## src/rtl/stopclk_pkg.sv

```systemverilog
package stopclk_pkg;
    localparam int N_PCI  = 7;
    localparam int N_PCIF = 3;
    localparam int N_CPU  = 3;

    // Power-up values expected from the register file
    localparam logic [N_PCI-1:0]  PCI_EN_PWRUP   = '1;
    localparam logic [N_PCIF-1:0] PCIF_EN_PWRUP  = '1;
    localparam logic [N_CPU-1:0]  CPU_FREE_PWRUP = '0;

    typedef enum logic {
        GATE_PARKED  = 1'b0,
        GATE_RUNNING = 1'b1
    } gate_state_e;

    typedef struct packed {
        logic toward;   // source edge moving to the parked level
        logic away;     // source edge leaving the parked level
    } src_edge_s;

    function automatic src_edge_s classify_edge(logic prev, logic cur, logic park_hi);
        src_edge_s e;
        logic rise;
        logic fall;
        rise = !prev && cur;
        fall = prev && !cur;
        e.toward = park_hi ? rise : fall;
        e.away   = park_hi ? fall : rise;
        return e;
    endfunction
endpackage

```

## src/rtl/stopclk_sync.sv

```systemverilog
module stopclk_sync #(
    parameter int   STAGES  = 2,
    parameter logic RST_VAL = 1'b1
) (
    input  logic clk,
    input  logic rst,
    input  logic d,
    output logic q
);
    logic [STAGES-1:0] chain;

    always_ff @(posedge clk) begin
        if (rst) chain <= {STAGES{RST_VAL}};
        else     chain <= {chain[STAGES-2:0], d};
    end

    assign q = chain[STAGES-1];
endmodule

```

## src/rtl/stopclk_gate_cell.sv

```systemverilog
module stopclk_gate_cell
    import stopclk_pkg::*;
#(
    parameter logic PARK_HI = 1'b0
) (
    input  logic clk,
    input  logic rst,
    input  logic req,
    input  logic src,
    output logic lvl,
    output logic running
);
    logic        src_q;
    logic        primed;
    gate_state_e st, st_n;
    src_edge_s   e;

    always_comb begin
        e    = classify_edge(src_q, src, PARK_HI);
        st_n = st;
        if (primed) begin
            if (st == GATE_RUNNING && req && e.toward)
                st_n = GATE_PARKED;
            else if (st == GATE_PARKED && !req && e.away)
                st_n = GATE_RUNNING;
        end
    end

    always_ff @(posedge clk) begin
        if (rst) begin
            src_q  <= 1'b0;
            primed <= 1'b0;
            st     <= GATE_PARKED;
            lvl    <= PARK_HI;
        end else begin
            src_q  <= src;
            primed <= 1'b1;
            st     <= st_n;
            lvl    <= (st_n == GATE_RUNNING) ? src : PARK_HI;
        end
    end

    assign running = (st == GATE_RUNNING);
endmodule

```

## src/rtl/stopclk_gate.sv

```systemverilog
module stopclk_gate
    import stopclk_pkg::*;
#(
    parameter int NUM_PCI     = N_PCI,
    parameter int NUM_PCIF    = N_PCIF,
    parameter int NUM_CPU     = N_CPU,
    parameter int SYNC_STAGES = 2
) (
    input  logic                clk,
    input  logic                rst,
    input  logic                pci_stop_n,
    input  logic                cpu_stop_n,
    input  logic                sw_pci_run,
    input  logic [NUM_PCI-1:0]  pci_en,
    input  logic [NUM_PCIF-1:0] pcif_en,
    input  logic [NUM_PCIF-1:0] pcif_stoppable,
    input  logic [NUM_CPU-1:0]  cpu_en,
    input  logic [NUM_CPU-1:0]  cpu_free,
    input  logic                pci_src,
    input  logic                cpu_src,
    output logic [NUM_PCI-1:0]  pci_out,
    output logic [NUM_PCIF-1:0] pcif_out,
    output logic [NUM_CPU-1:0]  cpu_t,
    output logic [NUM_CPU-1:0]  cpu_c,
    output logic [NUM_CPU-1:0]  cpu_c_oe
);
    logic pci_stop_n_s, cpu_stop_n_s;
    logic pci_halt, cpu_halt;

    stopclk_sync #(.STAGES(SYNC_STAGES), .RST_VAL(1'b1)) u_sync_pci (
        .clk(clk), .rst(rst), .d(pci_stop_n), .q(pci_stop_n_s));
    stopclk_sync #(.STAGES(SYNC_STAGES), .RST_VAL(1'b1)) u_sync_cpu (
        .clk(clk), .rst(rst), .d(cpu_stop_n), .q(cpu_stop_n_s));

    assign pci_halt = !pci_stop_n_s || !sw_pci_run;
    assign cpu_halt = !cpu_stop_n_s;

    for (genvar i = 0; i < NUM_PCI; i++) begin : g_pci
        logic run_unused;
        stopclk_gate_cell #(.PARK_HI(1'b0)) u_cell (
            .clk(clk), .rst(rst),
            .req(pci_halt || !pci_en[i]),
            .src(pci_src), .lvl(pci_out[i]), .running(run_unused));
    end

    for (genvar j = 0; j < NUM_PCIF; j++) begin : g_pcif
        logic run_unused;
        stopclk_gate_cell #(.PARK_HI(1'b0)) u_cell (
            .clk(clk), .rst(rst),
            .req((pci_halt && pcif_stoppable[j]) || !pcif_en[j]),
            .src(pci_src), .lvl(pcif_out[j]), .running(run_unused));
    end

    for (genvar k = 0; k < NUM_CPU; k++) begin : g_cpu
        logic run_k;
        stopclk_gate_cell #(.PARK_HI(1'b1)) u_cell (
            .clk(clk), .rst(rst),
            .req((cpu_halt && !cpu_free[k]) || !cpu_en[k]),
            .src(cpu_src), .lvl(cpu_t[k]), .running(run_k));
        assign cpu_c[k]    = run_k && !cpu_t[k];
        assign cpu_c_oe[k] = run_k;
    end
endmodule

```

## config.mk

```make
export PLATFORM = sky130hd
export DESIGN_NAME = stopclk_gate
export DESIGN_NICKNAME = d
export VERILOG_FILES = /design/src/rtl/stopclk_pkg.sv /design/src/rtl/stopclk_sync.sv /design/src/rtl/stopclk_gate_cell.sv /design/src/rtl/stopclk_gate.sv
export SDC_FILE = /design/constraint.sdc
export NUM_CORES = 1
export LEC_CHECK = 0
export BUFFER_PORTS_ARGS = -buffer_cell sky130_fd_sc_hd__buf_4
export CAP_MARGIN = 20
export CORE_ASPECT_RATIO = 1.4
export CORE_MARGIN = 2
export CORE_UTILIZATION = 35
export CTS_CLUSTER_DIAMETER = 50
export CTS_CLUSTER_SIZE = 40
export DETAILED_ROUTE_END_ITERATION = 7
export PLACE_DENSITY_LB_ADDON = 0.3
export SLEW_MARGIN = 25
export SYNTH_ARGS = -nofsm -noshare
export SYNTH_HDL_FRONTEND = slang
export SYNTH_SLANG_ARGS = --single-unit
```

## constraint.sdc

```tcl
create_clock -name clk -period 1.4 [get_ports clk]
set_input_delay 0.14 -clock clk [delete_from_list [all_inputs] [get_ports clk]]
set_output_delay 0.14 -clock clk [all_outputs]
set_load 0.01 [all_outputs]
```

== Word level (Yosys, flattened, before mapping) ==
Cells that the tools add are included.
Widths: inputs -> output; s select.

* Input bits: 26
* Output and inout bits: 19
* Bits in registers: 33
* Logic and storage cells: 228

* Bitwise logic cells: 26
* Reductions and logical operators: 131
* Muxes and demuxes: 40

{| class="wikitable"
|+ Operator list
! operator !! count
|-
| $logic_and 1x1->1 || 65
|-
| $mux 1 || 40
|-
| $logic_not 1->1 || 39
|-
| $not 1->1 || 26
|-
| $reduce_or 2->1 || 13
|-
| $logic_or 1x1->1 || 14
|}

== Depth between registers and ports, before layout ==
Gate-level depths: netlist of run 1.

* Depth in word-level cells: 12
* Depth in mapped cells: 5
* Gate-level depth less buffers: 3

== Hierarchy ==
From an unflattened synthesis of run 1, not the netlist that was laid out.

* Cell total of the unflattened synthesis: 188
* Area, all modules: 2078.2 µm²

{| class="wikitable"
|+ By module, submodules not included
! module !! sequential area each (µm²) !! area each (µm²) !! cells an instance !! times used
|-
| stopclk_gate_cell at g_pci[0].u_cell ... || 80.1 || 140.1 || 12 || 10
|-
| stopclk_gate_cell at g_cpu[0].u_cell ... || 80.1 || 143.9 || 12 || 3
|-
| stopclk_gate || 0.0 || 140.1 || 24 || 1
|-
| stopclk_sync || 40.0 || 52.6 || 4 || 2
|}

== Least setup slack after synthesis of run 1 ==
Ideal clock, no wire load.

* Kind: register -> register
* Start: reg, netlist name g_pcif[2].u_cell.primed
* End: reg g_pci[4].u_cell.st
* Setup time: 0.118 ns
* Period minus slack after synthesis: 1.122 ns
* Path buffers: 2
* Path slack: 0.278 ns
* Arrival: 1.004 ns
* Data required time: 1.282 ns
* Stages on the path, launching flop included: 6
* Cells stage by stage: dfxtp_1 -> and4b_1 -> buf_6 -> nor2b_4 -> buf_6 -> o2bb2ai_2

{| class="wikitable"
|+ RTL lines
! element !! RTL line !! RTL
|-
| end signal: assignment || stopclk_gate_cell.sv:38 || <nowiki>st <= st_n;</nowiki>
|-
| end: declaration || stopclk_gate_cell.sv:15 || <nowiki>gate_state_e st, st_n;</nowiki>
|}

==> results.txt, run 1 <==
Worst hold path class: in2reg
Lkg Pwr: 0.719 nW
Final WS setup: 245 ps
Final Cycle Share: 82.5%
CTS Hold Buffers Added: 0
Initial core utilization: 35.9%
Root Driver: clkbuf_8
Clock sinks: 33
Highest Clock Rate: 866 MHz
Combinational family with the most area after synthesis: compound AO/OA/AOI/OAI gates
Num ports: 45
Peak supply drop: 0.671 mV
Synth Area in Adders: 0%
Fillers: 381
Worst Setup End Kind: register
Postcts setup bufs: 0
Post-Route WL: 2590 µm
Register area share after synthesis: 47.8%
Number of synthesis warnings: 0
DP Worst Slack: 262 ps
Worst setup SP type: register
Sw Share: 22.4%
DR iter-0 viols: 19
Drt pass-1 iters: 4
Xor/xnor share of the synthesized area: 0%
Most frequent cells in the layout: buf_4 (46), dfxtp_1 (33), a21oi_1 (20), nor2_1 (14), nand2_1 (12)
Htree depth: 2
Switching power: 414 µW
Clock power share: 35.8%
Power density over cell area: 1080 nW/µm²
Number of global-route vias before repair: 980
Via count: 1,053
RSZ-0062 raised after global routing: false
Max clock buf depth: 2
Worst Path Required: 1570 ps
First-pass GRT wire length: 4200 µm
Most common cell after layout, fill and taps aside: buf_4
Grt total ovfl: 0
Core area: 3850 µm²
All-Layer GR Usage: 12.1%
Syn Inst Count: 146
Internal Pwr Total: 1.43 mW
Buffers on Ports: 44
Initial antenna violation count: 0
Cell taking the most area after synthesis: dfxtp_1
TritonCTS clock tree: built
Comb power frac: 10.4%
Post-route DRC: 0
Worst-path fanout max: 10
Reg power frac: 53.8%
Count of cell types in the netlist: 23
Top-area cell type share of the netlist area: 47.8%
Max-cap violations: 0
Fin util: 44.3%
Wire per inst: 11.7 µm
Slew at the pin closest to its max-slew limit: 379 ps
Syn-to-layout area delta: 23.6%
Final setup fails: 0
Die ar.: 4470 µm²
Rows: 27
Post-DP HPWL: 1950 µm
Syn Area/Cell: 9.46 µm²
Final Total Pwr: 1.84 mW
CTS buffer count: 5
Setup TNS: 0 ps
Final antenna-violating net count: 0
Final Hold Viols: 0
Largest net degree at the start of global routing: 15
Synth Net Count: 172
Worst Skew: 4.45 ps
Multiplexer share of the synthesized area: 0%
Final GP Congestion: 0.782
Slew Viols, Final: 0
Post-Synth Simple-Gate Area: 15.6%
Slew headroom: 74.7%
Synth Area in Compound Gates: 24.9%
Min Tclk post-route: 1150 ps
Clock-pin slew on the worst setup and hold paths: 60 ps
Die Span X: 57.1 µm
Die height: 78.3 µm
Final net count: 204
Status: finished clean
Critical path class: reg2reg
Post-DR vias/cell: 4.74
Top cells by area, synth: dfxtp_1 (48%), buf_4 (8.7%), o2bb2ai_2 (7.6%)
Post-CTS sizing: 0
Area of the mapped netlist: 1380 µm²
Worst-Skew Late Latency: 280 ps
Fraction of layout instances using a drive strength above 1: 36.9%
Ant. Diodes: 0
Flops & latches, synth: 33
Worst EP arrival: 1320 ps
metal layers:
metal | GRT usage [%] | vias to the layer above | wire length (µm)
met5 | 0 | - | 0
met4 | 5.58 | 0 | 48
met3 | 4.45 | 6 | 168
met2 | 19.9 | 26 | 1270
met1 | 13.8 | 476 | 1110
li1 | - | 545 | -
power groups by stage:
stage / combinational, mW / sequential, mW / clock [mW]
floorplan: 0.112 / 1.01 / 0
global placement: 0.191 / 1.01 / 0
detailed placement: 0.194 / 1.01 / 0
CTS: 0.195 / 0.991 / 0.683
global route: 0.214 / 0.995 / 0.729
finish: 0.193 / 0.991 / 0.660
area by class of cell:
cell class / count / area (µm²) / share of cell area [%]
tap: 43 / 53.8 / 3.15
sequential: 33 / 661 / 38.7
inverter: 2 / 7.51 / 0.440
timing repair buffer: 46 / 345 / 20.2
multi-input combinational: 90 / 559 / 32.8
clock buffer: 8 / 80.1 / 4.69
worst paths after layout:
path / slack, ps / to / cells past startpoint / from
worst max register to register: 250 / g_pci[4].u_cell.running / 3 / g_pcif[2].u_cell.primed
worst min-delay path: 50 / u_sync_cpu.chain[0] / 2 / cpu_stop_n
worst min register to register: 410 / u_sync_cpu.chain[1] / 1 / u_sync_cpu.chain[0]
worst max-delay path: 250 / g_pci[4].u_cell.running / 3 / g_pcif[2].u_cell.primed
Yosys cell counts:
library cell	n
o211ai_1	3
dfxtp_1	33
o21bai_1	3
o21ai_0	9
clkbuf_1	3
nor2_1	14
and3b_1	2
o2bb2ai_2	7
nor2b_4	1
clkinv_1	1
buf_4	16
nand2_1	12
a21oi_1	20
and2_1	1
or2_2	4
a31oi_1	3
nor2b_1	5
nand3b_1	1
a21bo_2	3
buf_6	2
inv_1	1
and4b_1	1
nand2b_1	1
logic make-up after synthesis:
family          after synthesis
compound gates               48
simple gates                 42
flops                        33
buf+inv                      23
state kept, by name, summed over array words and instances (netlist names):
| register | flops |
|---|---|
| g_pci.u_cell.lvl | 7 |
| g_pci.u_cell.running | 7 |
| g_cpu.u_cell.lvl | 3 |
| g_cpu.u_cell.running | 3 |
| g_pcif.u_cell.lvl | 3 |
| g_pcif.u_cell.running | 3 |
| u_sync_cpu.chain | 2 |
| u_sync_pci.chain | 2 |
| g_cpu.u_cell.src_q | 1 |
| g_pcif.u_cell.primed | 1 |
| g_pcif.u_cell.src_q | 1 |
metrics by stage:
step,cell area [µm²],hold WS [ps],std cells
after global placement,1630,325,214
after detailed placement,1630,327,214
final,1710,46.5,222
after CTS,1710,37.8,222
after global routing,1710,37.5,222
after floorplan,1380,212,146
critical path: stages (launching register included):
cell and delay (ps):
dfxtp_1 400, nand3b_1 300, a21oi_1 270, o2bb2ai_2 80
No activity file was read; power rests on OpenSTA's default activity.
==> run 2, diff against run 1 <==
==> constraint.sdc (replaced) <==
create_clock -name clk -period 1.05 [get_ports clk]
set_input_delay 0.105 -clock clk [delete_from_list [all_inputs] [get_ports clk]]
set_output_delay 0.105 -clock clk [all_outputs]
set_load 0.01 [all_outputs]
==> run 2 against run 1 <==
Against the previous run: the flow now finishes with violations (setup timing); cell area rose by 4.0%; sequential cell count did not move; count of clock-buffer cells in the layout fell by 2; worst setup slack got worse by 280 ps; routed wire length rose by 6.9%; non-clock buffer count rose by 6; cell count rose by 2.7%; clock skew rose by 0.99 ps; first-iteration DRC count fell by 53%; total power rose by 35%; maximum frequency rose by 6.7%; largest cell class unchanged.
==> results.txt, run 2 (synthesized netlist as in run 1, its figures left out) <==
Status: complete, but fails checks
Failing checks: setup timing
Drt pass-1 iters: 4
Min Tclk post-route: 1080 ps
Worst Skew: 5.44 ps
TritonCTS clock tree: built
Htree depth: 2
Levels on crit path: 3
Fraction of layout instances using a drive strength above 1: 44.9%
Initial antenna violation count: 0
Post-route DRC: 0
Final setup fails: 7
Num ports: 45
Number of global-route vias before repair: 1,026
Worst path slowest cell: dfxtp_2
Die ar.: 4470 µm²
CP peak stage delay: 320 ps
Reg-to-reg endpoint: g_pci[1].u_cell.running
Post-Route WL: 2770 µm
Final antenna-violating net count: 0
Most common cell after layout, fill and taps aside: buf_4
Flop2flop setup slack: -30 ps
Post-DP HPWL: 1980 µm
Post-DR vias/cell: 4.80
Worst Path Required: 1270 ps
Final Cycle Share: 103%
Peak supply drop: 0.998 mV
Highest Clock Rate: 924 MHz
Hold depth: 2
Fin area: 1780 µm²
Lkg Pwr: 0.754 nW
Wire per inst: 12.1 µm
Worst Setup End Kind: register
RR Startpoint: g_pcif[2].u_cell.src_q
Final Total Pwr: 2.50 mW
CTS buffer count: 5
Final GP Congestion: 0.791
Slew at the pin closest to its max-slew limit: 281 ps
Buffers on Ports: 44
Hold Startpoint: pci_stop_n
Largest delay share family, worst path: simple AND/OR/NAND/NOR gates
Die Span X: 57.1 µm
Most frequent cells in the layout: buf_4 (51), dfxtp_1 (27), a21oi_1 (20), nor2_1 (14), nand2_1 (12)
Grt total ovfl: 0
Worst Path Buf+Inv: 0
RSZ-0062 raised after global routing: true
Largest net degree at the start of global routing: 12
Placement Cell Area: 1650 µm²
Rows: 27
Clock sinks: 33
Clock-pin slew on the worst setup and hold paths: 70 ps
Reg2reg path depth: 3
Initial core utilization: 35.9%
First-pass GRT wire length: 4400 µm
Final Hold Viols: 0
Die height: 78.3 µm
Worst setup SP type: register
Max-cap violations: 0
Worst EP arrival: 1300 ps
Hold WS: 8.53 ps
Fin util: 46.1%
Critical path class: reg2reg
Worst-path fanout max: 7
Final net count: 210
Root Driver: clkbuf_8
Slew headroom: 81.2%
Via count: 1,094
Worst hold path class: in2reg
Worst-Skew Late Latency: 280 ps
Core area: 3850 µm²
Power density over cell area: 1410 nW/µm²
DR iter-0 viols: 9
Hold path endpoint: u_sync_pci.chain[0]
Ant. Diodes: 0
DP Worst Slack: -57.4 ps
Final WS setup: -32.2 ps
Syn-to-layout area delta: 28.5%
Worst path cell trace: and4b_1 > nor2b_4 > o2bb2ai_2
All-Layer GR Usage: 12.8%
Slew Viols, Final: 0
Max clock buf depth: 2
run 2: changes by cell type in the layout (fill, tap and decap cells not counted):
cell,change
clkbuf_1,-2
buf_4,+5
nor2b_2,+1
and3b_1,-1
nor2b_1,-1
buf_6,+1
a31oi_2,+1
clkinv_2,+2
a31oi_1,-1
and3b_2,+1
dfxtp_2,+6
dfxtp_1,-6
run 2: worst max path at each step:
stage / start / endpoint / slack [ps]
CTS: g_pcif[2].u_cell.src_q / g_pci[1].u_cell.running / -40
global route: g_pcif[2].u_cell.src_q / g_pci[1].u_cell.running / -70
detailed placement: g_pcif[2].u_cell.primed / g_pci[4].u_cell.running / -60
finish: g_pcif[2].u_cell.src_q / g_pci[1].u_cell.running / -30
floorplan: g_pcif[2].u_cell.src_q / g_pci[4].u_cell.running / -50
global placement: g_pcif[2].u_cell.src_q / g_pci[4].u_cell.running / 0.6
run 2: report_power, final:
group | total (mW) | internal [mW] | switching (mW)
logic | 0.282 | 0.155 | 0.126
registers | 1.32 | 1.30 | 0.0250
clock network | 0.893 | 0.458 | 0.435
run 2: layout make-up:
class / instances / area, µm²
Fill cell: 383 / 2080
Sequential cell: 33 / 668
Multi-Input combinational cell: 90 / 569
Timing Repair Buffer: 52 / 394
Clock buffer: 6 / 72.6
Tap cell: 43 / 53.8
Clock inverter: 2 / 10.0
Inverter: 2 / 7.51
run 2: timing repair:
action                                 CTS  global route
setup endpoints to repair                9            12
pin swaps                                3             5
hold buffers                             0             0
endpoints found under the hold margin    0             0
buffers inserted                         3             0
resized for setup                        2             6
run 2: worst reg2reg max path: stages (launching register included):
cell and delay, ps:
dfxtp_2 320, and4b_1 270, nor2b_4 300, o2bb2ai_2 140
run 2: per-layer routing:
layer	vias up	wire length, µm	GRT usage [%]
met1	499	1170	14.8
li1	559	-	-
met5	-	0	0
met4	0	61	6.28
met2	31	1380	20.8
met3	5	155	4.28
run 2: metrics by stage:
step	TNS, ps	std cells
finish	-127	228
global placement	0	217
global route	-502	228
floorplan	-308	146
CTS	-106	228
detailed placement	-288	217
==> run 3, diff against run 2 <==
--- a/config.mk
+++ b/config.mk
@@ -10,6 +10,7 @@
 export CORE_ASPECT_RATIO = 1.4
 export CORE_MARGIN = 2
 export CORE_UTILIZATION = 35
+export CTS_BUF_LIST = sky130_fd_sc_hd__clkbuf_8
 export CTS_CLUSTER_DIAMETER = 50
 export CTS_CLUSTER_SIZE = 40
 export DETAILED_ROUTE_END_ITERATION = 7
==> run 3 against run 2 <==
Against the previous run: the run still ends with setup timing left; first-iteration DRC count fell by 11%; highest routed layer unchanged; largest cell class unchanged; worst hold slack barely moved; via count barely moved; cell count did not move; maximum frequency barely moved; critical path depth did not move.
==> results.txt, run 3 (synthesized netlist as in run 1, its figures left out) <==
Worst Skew: 5.60 ps
Post-DR vias/cell: 4.79
Clock sinks: 33
Lkg Pwr: 0.759 nW
Post-DP HPWL: 1980 µm
Worst-Skew Late Latency: 280 ps
Buffers on Ports: 44
Initial antenna violation count: 0
Die Span X: 57.1 µm
Die ar.: 4470 µm²
Most common cell after layout, fill and taps aside: buf_4
Slew headroom: 81.2%
All-Layer GR Usage: 12.8%
Core area: 3850 µm²
Cell Count, Final, Fillers Out: 228
Slew Viols, Final: 0
Fraction of layout instances using a drive strength above 1: 44.9%
Post-Route WL: 2780 µm
CTS buffer count: 5
Final Cycle Share: 103%
TritonCTS clock tree: built
Status: complete, but fails checks
Ant. Diodes: 0
Htree depth: 2
Power density over cell area: 1400 nW/µm²
Worst EP arrival: 1300 ps
CTS Hold Buffers Added: 0
Via count: 1,093
Worst-path fanout max: 7
Post-route DRC: 0
Critical path class: reg2reg
Failing checks: setup timing
Worst hold path class: in2reg
Final Hold Viols: 0
Final Total Pwr: 2.49 mW
Final net count: 210
Final GP Congestion: 0.791
Rows: 27
Drt pass-1 iters: 4
Syn-to-layout area delta: 28.5%
Worst Setup End Kind: register
Final antenna-violating net count: 0
Placed cell count: 217
Max clock buf depth: 2
Max-cap violations: 0
Final WS setup: -31.9 ps
First-pass GRT wire length: 4400 µm
Final setup fails: 7
RSZ-0062 raised after global routing: true
DR iter-0 viols: 8
Min Tclk post-route: 1080 ps
Worst Path Required: 1270 ps
Wire per inst: 12.2 µm
Most frequent cells in the layout: buf_4 (51), dfxtp_1 (27), a21oi_1 (20), nor2_1 (14), nand2_1 (12)
Hold depth: 2
Peak supply drop: 0.998 mV
Die height: 78.3 µm
Largest net degree at the start of global routing: 12
Root Driver: clkbuf_8
Num ports: 45
Worst setup SP type: register
Initial core utilization: 35.9%
Slew at the pin closest to its max-slew limit: 281 ps
Grt total ovfl: 0
Reg2reg path depth: 3
Clock-pin slew on the worst setup and hold paths: 70 ps
Number of global-route vias before repair: 1,026
Highest Clock Rate: 924 MHz
## run 3: changes by cell type in the layout (fill, tap and decap cells not counted), sizes merged
cell    previous run  this run
clkbuf             6         5
inv                1         2
## run 3: final cells by class
type / instances / area, µm²
Tap cell: 43 / 53.8
Timing Repair Buffer: 52 / 394
Sequential cell: 33 / 668
Clock inverter: 3 / 13.8
Fill cell: 383 / 2080
Multi-Input combinational cell: 90 / 569
Clock buffer: 5 / 68.8
Inverter: 2 / 7.51
## run 3: metrics by stage
| step | cell area, µm² | utilization (%) | setup TNS [ps] | worst slack [ps] | hold slack (ps) |
|---|---|---|---|---|---|
| global placement | 1650 | 42.9 | 0 | 0.612 | 290 |
| global route | 1780 | 46.1 | -501 | -71.7 | 6.09 |
| CTS | 1760 | 45.7 | -103 | -37.9 | 1.95 |
| finish | 1780 | 46.1 | -124 | -31.9 | 8.32 |
| detailed placement | 1650 | 42.9 | -288 | -57.4 | 293 |
| floorplan | 1380 | - | -308 | -45.6 | 177 |
## run 3: routing by layer
metal | share of wire (%) | vias to the layer above | GRT usage (%) | wire [µm]
met4 | 2.2 | 0 | 6.28 | 61
met3 | 5.6 | 5 | 4.28 | 155
met2 | 50 | 31 | 20.8 | 1390
met1 | 42 | 498 | 14.8 | 1160
met5 | 0 | - | 0 | 0
li1 | - | 559 | - | -
## run 3: repair_timing
item,in CTS,in global routing
pin swaps,3,5
resized for setup,2,6
endpoints found under the setup margin,9,12
buffers inserted,3,0
## run 3: path summary, 6_finish.rpt
check                       endpoint  slack (ps)                   start
max reg2reg  g_pci[1].u_cell.running         -30  g_pcif[2].u_cell.src_q
max          g_pci[1].u_cell.running         -30  g_pcif[2].u_cell.src_q
min              u_sync_pci.chain[0]           8              pci_stop_n
min reg2reg      u_sync_cpu.chain[1]         410     u_sync_cpu.chain[0]
## run 3: power breakdown
group | internal, mW | switching [mW]
Combinational | 0.155 | 0.126
Sequential | 1.30 | 0.0249
Clock | 0.449 | 0.436
Total | 1.90 | 0.587
## run 3: worst max-delay path: stages, from the launching register on
cell and delay, ps:
dfxtp_2 320, and4b_1 270, nor2b_4 300, o2bb2ai_2 130
